$ cat config.mk
export PLATFORM = sky130hd
export DESIGN_NAME = flash_par_erase
export DESIGN_NICKNAME = d
export VERILOG_FILES = /design/src/rtl/fpe_pkg.sv /design/src/rtl/fpe_timer.sv /design/src/rtl/fpe_dev_track.sv /design/src/rtl/fpe_fsm.sv /design/src/rtl/flash_par_erase.sv
export SDC_FILE = /design/constraint.sdc
export NUM_CORES = 1
export LEC_CHECK = 0
export BUFFER_PORTS_ARGS = -buffer_cell sky130_fd_sc_hd__buf_2
export CAP_MARGIN = 30
export CORE_ASPECT_RATIO = 1.75
export CORE_MARGIN = 2
export CORE_UTILIZATION = 60
export CTS_CLUSTER_SIZE = 30
export DETAILED_ROUTE_END_ITERATION = 8
export GPL_ROUTABILITY_DRIVEN = 1
export GPL_TIMING_DRIVEN = 0
export HOLD_SLACK_MARGIN = 0.02
export PLACE_DENSITY = 0.85
export SYNTH_ARGS = -nofsm -noshare
export SYNTH_HDL_FRONTEND = slang
export SYNTH_SLANG_ARGS = --single-unit
$ cat constraint.sdc
create_clock -name clk -period 2.65 [get_ports clk]
set_input_delay 0.3975 -clock clk [delete_from_list [all_inputs] [get_ports clk]]
set_output_delay 0.3975 -clock clk [all_outputs]
set_load 0.05 [all_outputs]
$ cat src/rtl/fpe_pkg.sv
package fpe_pkg;
  localparam logic [7:0] CMD_ERASE   = 8'h20;
  localparam logic [7:0] CMD_EVERIFY = 8'hA0;
  localparam logic [7:0] CMD_READ    = 8'h00;
  localparam logic [7:0] BYTE_ERASED = 8'hFF;

  typedef enum logic [3:0] {
    ST_IDLE,
    ST_PREPROG,
    ST_ERASE_A,
    ST_ERASE_B,
    ST_ERASE_WAIT,
    ST_PICK,
    ST_VCMD,
    ST_VWAIT,
    ST_VREAD,
    ST_VRESP,
    ST_JUDGE,
    ST_FINAL,
    ST_DONE
  } state_t;
endpackage

$ cat src/rtl/fpe_timer.sv
module fpe_timer #(
  parameter int unsigned CW = 8
) (
  input  logic          clk,
  input  logic          rst_n,
  input  logic          load,
  input  logic [CW-1:0] load_val,
  output logic          busy
);
  logic [CW-1:0] cnt;

  always_ff @(posedge clk or negedge rst_n) begin
    if (!rst_n)             cnt <= '0;
    else if (load)          cnt <= load_val;
    else if (cnt != '0)     cnt <= cnt - 1'b1;
  end

  assign busy = (cnt != '0);
endmodule

$ cat src/rtl/fpe_dev_track.sv
module fpe_dev_track #(
  parameter int unsigned N_DEV = 4,
  parameter int unsigned AW    = 8,
  parameter int unsigned DW    = 2
) (
  input  logic             clk,
  input  logic             rst_n,
  input  logic             clear,
  input  logic [DW-1:0]    sel,
  input  logic             adv,
  input  logic             pass,
  input  logic [DW:0]      from_idx,
  output logic [N_DEV-1:0] mask,
  output logic [AW-1:0]    sel_addr,
  output logic             found,
  output logic [DW-1:0]    next_idx
);
  logic [AW-1:0] vaddr_w [N_DEV];

  for (genvar g = 0; g < N_DEV; g++) begin : g_dev
    logic          m;
    logic [AW-1:0] va;
    logic          hit;

    assign hit = (sel == DW'(g));

    always_ff @(posedge clk or negedge rst_n) begin
      if (!rst_n) begin
        m  <= 1'b0;
        va <= '0;
      end else if (clear) begin
        m  <= 1'b0;
        va <= '0;
      end else if (hit) begin
        if (pass) m  <= 1'b1;
        if (adv)  va <= va + 1'b1;
      end
    end

    assign mask[g]    = m;
    assign vaddr_w[g] = va;
  end

  assign sel_addr = vaddr_w[sel];

  // lowest unmasked device at or above from_idx
  always_comb begin
    found    = 1'b0;
    next_idx = '0;
    for (int i = N_DEV - 1; i >= 0; i--) begin
      if (!mask[i] && ((DW+1)'(i) >= from_idx)) begin
        found    = 1'b1;
        next_idx = DW'(i);
      end
    end
  end
endmodule

$ cat src/rtl/fpe_fsm.sv
module fpe_fsm
  import fpe_pkg::*;
#(
  parameter int unsigned N_DEV           = 4,
  parameter int unsigned N_BYTES         = 256,
  parameter int unsigned MAX_PULSES      = 1000,
  parameter int unsigned ERASE_WAIT_CYC  = 1000000,
  parameter int unsigned VERIFY_WAIT_CYC = 600,
  parameter int unsigned DW              = 2,
  parameter int unsigned AW              = 8,
  parameter int unsigned TW              = 20
) (
  input  logic             clk,
  input  logic             rst_n,
  input  logic             start,
  output logic             pgm_valid,
  input  logic             pgm_ready,
  output logic [DW-1:0]    pgm_dev,
  output logic [AW-1:0]    pgm_addr,
  output logic             bus_valid,
  input  logic             bus_ready,
  output logic             bus_we,
  output logic [AW-1:0]    bus_addr,
  output logic [7:0]       bus_wdata,
  output logic [N_DEV-1:0] bus_ce_n,
  input  logic             rd_valid,
  input  logic [7:0]       rd_data,
  output logic             done,
  output logic             fail,
  input  logic [N_DEV-1:0] mask,
  input  logic [AW-1:0]    sel_addr,
  input  logic             found,
  input  logic [DW-1:0]    next_idx,
  output logic             trk_clear,
  output logic [DW-1:0]    trk_sel,
  output logic             trk_adv,
  output logic             trk_pass,
  output logic [DW:0]      scan_idx,
  output logic             tmr_load,
  output logic [TW-1:0]    tmr_val,
  input  logic             tmr_busy
);
  localparam int unsigned PCW = $clog2(MAX_PULSES + 1);

  state_t           state;
  logic [DW-1:0]    cur;
  logic [DW:0]      scan;
  logic [DW-1:0]    pg_dev;
  logic [AW-1:0]    pg_addr;
  logic [PCW-1:0]   pulses;
  logic             fail_pend;
  logic             rd_ok;
  logic             at_last;
  logic             start_ok;
  logic [N_DEV-1:0] dev_bit;

  assign rd_ok    = (rd_data == BYTE_ERASED);
  assign at_last  = (sel_addr == AW'(N_BYTES - 1));
  assign start_ok = start && ((state == ST_IDLE) || (state == ST_DONE));
  assign dev_bit  = N_DEV'(1) << cur;

  assign trk_clear = start_ok;
  assign trk_sel   = cur;
  assign scan_idx  = scan;
  assign trk_adv   = (state == ST_VRESP) && rd_valid && rd_ok && !at_last;
  assign trk_pass  = (state == ST_VRESP) && rd_valid && rd_ok && at_last;
  assign tmr_load  = ((state == ST_ERASE_B) || (state == ST_VCMD)) && bus_ready;
  assign tmr_val   = (state == ST_ERASE_B) ? TW'(ERASE_WAIT_CYC) : TW'(VERIFY_WAIT_CYC);

  assign pgm_valid = (state == ST_PREPROG);
  assign pgm_dev   = pg_dev;
  assign pgm_addr  = pg_addr;
  assign done      = (state == ST_DONE);
  assign fail      = (state == ST_DONE) && fail_pend;

  always_comb begin
    bus_valid = 1'b0;
    bus_we    = 1'b0;
    bus_addr  = '0;
    bus_wdata = '0;
    bus_ce_n  = '1;
    case (state)
      ST_ERASE_A, ST_ERASE_B: begin
        bus_valid = 1'b1;
        bus_we    = 1'b1;
        bus_wdata = CMD_ERASE;
        bus_ce_n  = mask;
      end
      ST_VCMD: begin
        bus_valid = 1'b1;
        bus_we    = 1'b1;
        bus_wdata = CMD_EVERIFY;
        bus_addr  = sel_addr;
        bus_ce_n  = ~dev_bit;
      end
      ST_VREAD: begin
        bus_valid = 1'b1;
        bus_addr  = sel_addr;
        bus_ce_n  = ~dev_bit;
      end
      ST_FINAL: begin
        bus_valid = 1'b1;
        bus_we    = 1'b1;
        bus_wdata = CMD_READ;
        bus_ce_n  = '0;
      end
      default: ;
    endcase
  end

  always_ff @(posedge clk or negedge rst_n) begin
    if (!rst_n) begin
      state     <= ST_IDLE;
      cur       <= '0;
      scan      <= '0;
      pg_dev    <= '0;
      pg_addr   <= '0;
      pulses    <= '0;
      fail_pend <= 1'b0;
    end else begin
      case (state)
        ST_IDLE, ST_DONE: begin
          if (start) begin
            pg_dev    <= '0;
            pg_addr   <= '0;
            pulses    <= '0;
            fail_pend <= 1'b0;
            state     <= ST_PREPROG;
          end
        end
        ST_PREPROG: begin
          if (pgm_ready) begin
            if (pg_addr == AW'(N_BYTES - 1)) begin
              pg_addr <= '0;
              if (pg_dev == DW'(N_DEV - 1)) state <= ST_ERASE_A;
              else                          pg_dev <= pg_dev + 1'b1;
            end else begin
              pg_addr <= pg_addr + 1'b1;
            end
          end
        end
        ST_ERASE_A: if (bus_ready) state <= ST_ERASE_B;
        ST_ERASE_B: begin
          if (bus_ready) begin
            pulses <= pulses + 1'b1;
            state  <= ST_ERASE_WAIT;
          end
        end
        ST_ERASE_WAIT: begin
          if (!tmr_busy) begin
            scan  <= '0;
            state <= ST_PICK;
          end
        end
        ST_PICK: begin
          if (found) begin
            cur   <= next_idx;
            state <= ST_VCMD;
          end else begin
            state <= ST_JUDGE;
          end
        end
        ST_VCMD:  if (bus_ready) state <= ST_VWAIT;
        ST_VWAIT: if (!tmr_busy) state <= ST_VREAD;
        ST_VREAD: if (bus_ready) state <= ST_VRESP;
        ST_VRESP: begin
          if (rd_valid) begin
            if (rd_ok && !at_last) begin
              state <= ST_VCMD;
            end else begin
              scan  <= (DW+1)'(cur) + 1'b1;
              state <= ST_PICK;
            end
          end
        end
        ST_JUDGE: begin
          if (&mask) begin
            state <= ST_FINAL;
          end else if (pulses == PCW'(MAX_PULSES)) begin
            fail_pend <= 1'b1;
            state     <= ST_FINAL;
          end else begin
            state <= ST_ERASE_A;
          end
        end
        ST_FINAL: if (bus_ready) state <= ST_DONE;
        default:  state <= ST_IDLE;
      endcase
    end
  end
endmodule

$ cat src/rtl/flash_par_erase.sv
module flash_par_erase #(
  parameter int unsigned N_DEV           = 4,
  parameter int unsigned N_BYTES         = 256,
  parameter int unsigned MAX_PULSES      = 1000,
  parameter int unsigned ERASE_WAIT_CYC  = 1000000,
  parameter int unsigned VERIFY_WAIT_CYC = 600,
  localparam int unsigned DW   = (N_DEV > 1) ? $clog2(N_DEV) : 1,
  localparam int unsigned AW   = (N_BYTES > 1) ? $clog2(N_BYTES) : 1,
  localparam int unsigned TMAX = (ERASE_WAIT_CYC > VERIFY_WAIT_CYC) ? ERASE_WAIT_CYC : VERIFY_WAIT_CYC,
  localparam int unsigned TW   = $clog2(TMAX + 1)
) (
  input  logic             clk,
  input  logic             rst_n,
  input  logic             start,
  output logic             pgm_valid,
  input  logic             pgm_ready,
  output logic [DW-1:0]    pgm_dev,
  output logic [AW-1:0]    pgm_addr,
  output logic             bus_valid,
  input  logic             bus_ready,
  output logic             bus_we,
  output logic [AW-1:0]    bus_addr,
  output logic [7:0]       bus_wdata,
  output logic [N_DEV-1:0] bus_ce_n,
  input  logic             rd_valid,
  input  logic [7:0]       rd_data,
  output logic [N_DEV-1:0] pass_mask,
  output logic             done,
  output logic             fail
);
  logic          trk_clear, trk_adv, trk_pass, found, tmr_load, tmr_busy;
  logic [DW-1:0] trk_sel, next_idx;
  logic [DW:0]   scan_idx;
  logic [AW-1:0] sel_addr;
  logic [TW-1:0] tmr_val;

  fpe_timer #(.CW(TW)) u_timer (
    .clk(clk), .rst_n(rst_n), .load(tmr_load), .load_val(tmr_val), .busy(tmr_busy)
  );

  fpe_dev_track #(.N_DEV(N_DEV), .AW(AW), .DW(DW)) u_track (
    .clk(clk), .rst_n(rst_n), .clear(trk_clear), .sel(trk_sel), .adv(trk_adv),
    .pass(trk_pass), .from_idx(scan_idx), .mask(pass_mask), .sel_addr(sel_addr),
    .found(found), .next_idx(next_idx)
  );

  fpe_fsm #(
    .N_DEV(N_DEV), .N_BYTES(N_BYTES), .MAX_PULSES(MAX_PULSES),
    .ERASE_WAIT_CYC(ERASE_WAIT_CYC), .VERIFY_WAIT_CYC(VERIFY_WAIT_CYC),
    .DW(DW), .AW(AW), .TW(TW)
  ) u_fsm (
    .clk(clk), .rst_n(rst_n), .start(start),
    .pgm_valid(pgm_valid), .pgm_ready(pgm_ready), .pgm_dev(pgm_dev), .pgm_addr(pgm_addr),
    .bus_valid(bus_valid), .bus_ready(bus_ready), .bus_we(bus_we), .bus_addr(bus_addr),
    .bus_wdata(bus_wdata), .bus_ce_n(bus_ce_n), .rd_valid(rd_valid), .rd_data(rd_data),
    .done(done), .fail(fail), .mask(pass_mask), .sel_addr(sel_addr), .found(found),
    .next_idx(next_idx), .trk_clear(trk_clear), .trk_sel(trk_sel), .trk_adv(trk_adv),
    .trk_pass(trk_pass), .scan_idx(scan_idx), .tmr_load(tmr_load), .tmr_val(tmr_val),
    .tmr_busy(tmr_busy)
  );
endmodule

==> flow_summary.json <==
{
  "yosysWarningCount": 0,
  "grt_overflow": 0,
  "first_iter_violations": 454,
  "final_cells": 766,
  "first_global_vias": 5002,
  "mostFrequentLayoutCell": "dfrtp_1",
  "routabilityCongestion": 1.01,
  "clk_root_buffer_cell": "clkbuf_16",
  "power_density_nw_per_um2": 870,
  "final-hold-violation-count": 0,
  "diodes": 0,
  "multi_input_area_um2": 3020,
  "nFillCells": 721,
  "period_share_pct": 96.7,
  "path_max_fanout": 10,
  "num_rows": 46,
  "crit_chain": "inv_1 > ha_1 > buf_4 > mux2i_1 > or2_2 > o211ai_1 > clkbuf_4",
  "ys_ff_latch": 86,
  "maxCapViolations": 0,
  "antenna_found_initial": 0,
  "p_leak_uw": 0.00277,
  "cp_slowest_cell": "dfrtp_1",
  "setup_violations": 0,
  "cts_buffers": 9,
  "antenna_left": 0,
  "layout_common_cells": "dfrtp_1 (86), buf_2 (48), nor2_1 (47)",
  "min_period_ns": 2.56,
  "seq_area_um2": 2150,
  "grtUsageMet1_pct": 32.7,
  "slew_headroom_pct": 62.3,
  "async_flop_share_pct": 100,
  "htreeDepth": 3,
  "gr-usage-met2_pct": 56.7,
  "cts_hold_buf": 0,
  "coreArea_um2": 8980,
  "clkTransAtPathRegs_ns": 0.06,
  "maxSlewViolCount": 0,
  "cts.path.max_buffers": 2,
  "timing_worst_slew_pin_value_ns": 0.563,
  "grt_first_pass_wirelength_um": 24000,
  "dpl.hpwl_um": 10700,
  "grt_max_degree": 52,
  "fin_nets": 674,
  "drc": 0,
  "final_util_pct": 69.2,
  "drive_gt1_share_pct": 19.5,
  "status": "finished, final reports clean",
  "drt_first_pass_iters": 5,
  "endpoint_kind": "primary output",
  "gr-usage-met3_pct": 4.01,
  "areaGrowthSynthToFinish_pct": 13.8,
  "placedCellCount": 751,
  "start_util_pct": 60.8,
  "grt_use_total_pct": 30.5,
  "die_area_um2": 9900,
  "vias_per_cell": 6.49,
  "cts_sinks": 86,
  "synthesis.area_um2": 5460,
  "synth_edf_count": 0,
  "ir_drop_mv": 0.711,
  "grt-busiest-layer": "met2",
  "cts_tree": "yes",
  "ys_types": 63,
  "routed_wirelength_um": 14200,
  "required_ns": 2.25,
  "insertion_delay_ns": 0.34,
  "critPathKind": "reg -> out",
  "hold_path.class": "in -> async",
  "synthFlopType": "dfrtp_1",
  "io_pins": 53,
  "syn_avg_cell_area_um2": 9.42,
  "port_buffers": 46,
  "worstPathArrival_ns": 2.17,
  "synth_cells": 579,
  "finalClockSkew_ns": 0.00593,
  "routed-via-count": 4968,
  "ys_seq_area_share_pct": 39.4,
  "regToRegSetupSlack_ns": 0.16,
  "wl_per_cell_um": 18.6,
  "postLayoutSetupSlackWorst_ns": 0.0869,
  "slowest_delay_ns": 0.41,
  "crit_path_start_kind": "flip-flop",
  "die_w_um": 76.1,
  "clock.fmax_ghz": 0.390,
  "dp_slack_ns": -0.0978,
  "die_h_um": 130
}
-- synthesized netlist by cell type (15+ instances only) --
cell type / n / share of area [%]
o211ai_1: 19 / 2.6
xor2_1: 17 / 2.7
ha_1: 18 / 4.1
a21oi_1: 31 / 2.8
o21ai_0: 27 / 2.5
nor2_1: 48 / 3.3
nand3_1: 18 / 1.7
or3_1: 15 / 1.7
dfrtp_1: 86 / 39
inv_1: 22 / 1.5
clkbuf_1: 18 / 1.2
o31ai_1: 17 / 2.3
nand2_1: 43 / 3.0
-- worst max-delay path, delay by kind of cell, from the launching register on --
family / cells / cell delay, ns
AO/OA/AOI/OAI: 1 / 0.20
adder cells (fa/ha/maj): 1 / 0.20
buffers and inverters: 3 / 0.56
flip-flops: 1 / 0.41
multiplexers: 1 / 0.11
AND/OR/NAND/NOR: 1 / 0.34
-- through the flow --
step                cell area [µm²]  setup TNS, ns  hold WS, ns  total power, µW
CTS                            6180              0       0.0330             5340
global route                   6210        -0.0105       0.0559             5720
finish                         6210              0       0.0199             5410
floorplan                      5480              0        0.102             3480
detailed placement             5890          -1.15        0.392             4080
global placement               5860              0        0.494             3980
-- registers in the layout, summed over array words and instances, names as in the netlist --
signal	flops
u_track.g_dev.va	32
u_timer.cnt	20
u_fsm.pulses	10
u_fsm.pgm_addr	8
u_fsm.state	4
u_track.g_dev.m	4
u_fsm.scan_idx	3
u_fsm.pgm_dev	2
u_fsm.trk_sel	2
u_fsm.fail_pend	1
-- metal layers --
metal,vias up,wire [µm],part of all wire (%)
li1,2266,-,-
met5,-,0,0
met3,61,735,5.2
met2,222,7650,54
met1,2419,5150,36
met4,0,711,5.0
-- cell families after synthesis --
group	Yosys count	synth area share, %
AND/OR/NAND/NOR	214	21.5
buffers and inverters	62	5.73
multiplexers	18	5.34
adder cells (fa/ha/maj)	18	4.13
flip-flops	86	39.4
AO/OA/AOI/OAI	149	18.8
XOR/XNOR	31	4.98
other	1	0.0687
-- final timing paths --
check / to / depth (start not counted) / start
min in group clk: u_timer.cnt[3]$_DFFE_PN0P_ / 3 / bus_ready
worst min register to register: u_fsm.fail_pend$_DFFE_PN0P_ / 2 / u_fsm.fail_pend$_DFFE_PN0P_
worst min-delay path: u_track.g_dev[1].va[0]$_DFFE_PN0P_ / 1 / rst_n
worst max-delay path: bus_ce_n[3] / 7 / u_fsm.state[2]$_DFFE_PN0P_
max in group asynchronous: u_timer.cnt[12]$_DFFE_PN0P_ / 2 / rst_n
worst max register to register: u_fsm.state[1]$_DFFE_PN0P_ / 8 / u_fsm.state[2]$_DFFE_PN0P_
-- cell type report --
| cell class | instances | share of cell area [%] |
|---|---|---|
| clock inverters | 4 | 0.786 |
| clock buffers | 11 | 3.75 |
| inverters | 22 | 1.33 |
| plain buffers | 40 | 4.07 |
| flip-flops and latches | 86 | 34.6 |
| repair buffers | 47 | 4.31 |
| well taps | 120 | 2.42 |
| multi-input cells | 436 | 48.7 |
-- what timing repair did --
action | in CTS | in global routing
pin swaps | 0 | 0
setup buffers | 0 | 0
hold endpoints to repair | 0 | 0
endpoints found under the setup margin | 34 | 38
gates resized for setup | 8 | 26
-- report_power, final --
part	switching [µW]	total, µW	internal [µW]
clock	506	1230	724
sequential	245	1780	1530
combinational	1600	2400	802
No activity file was read; power rests on OpenSTA's default activity.
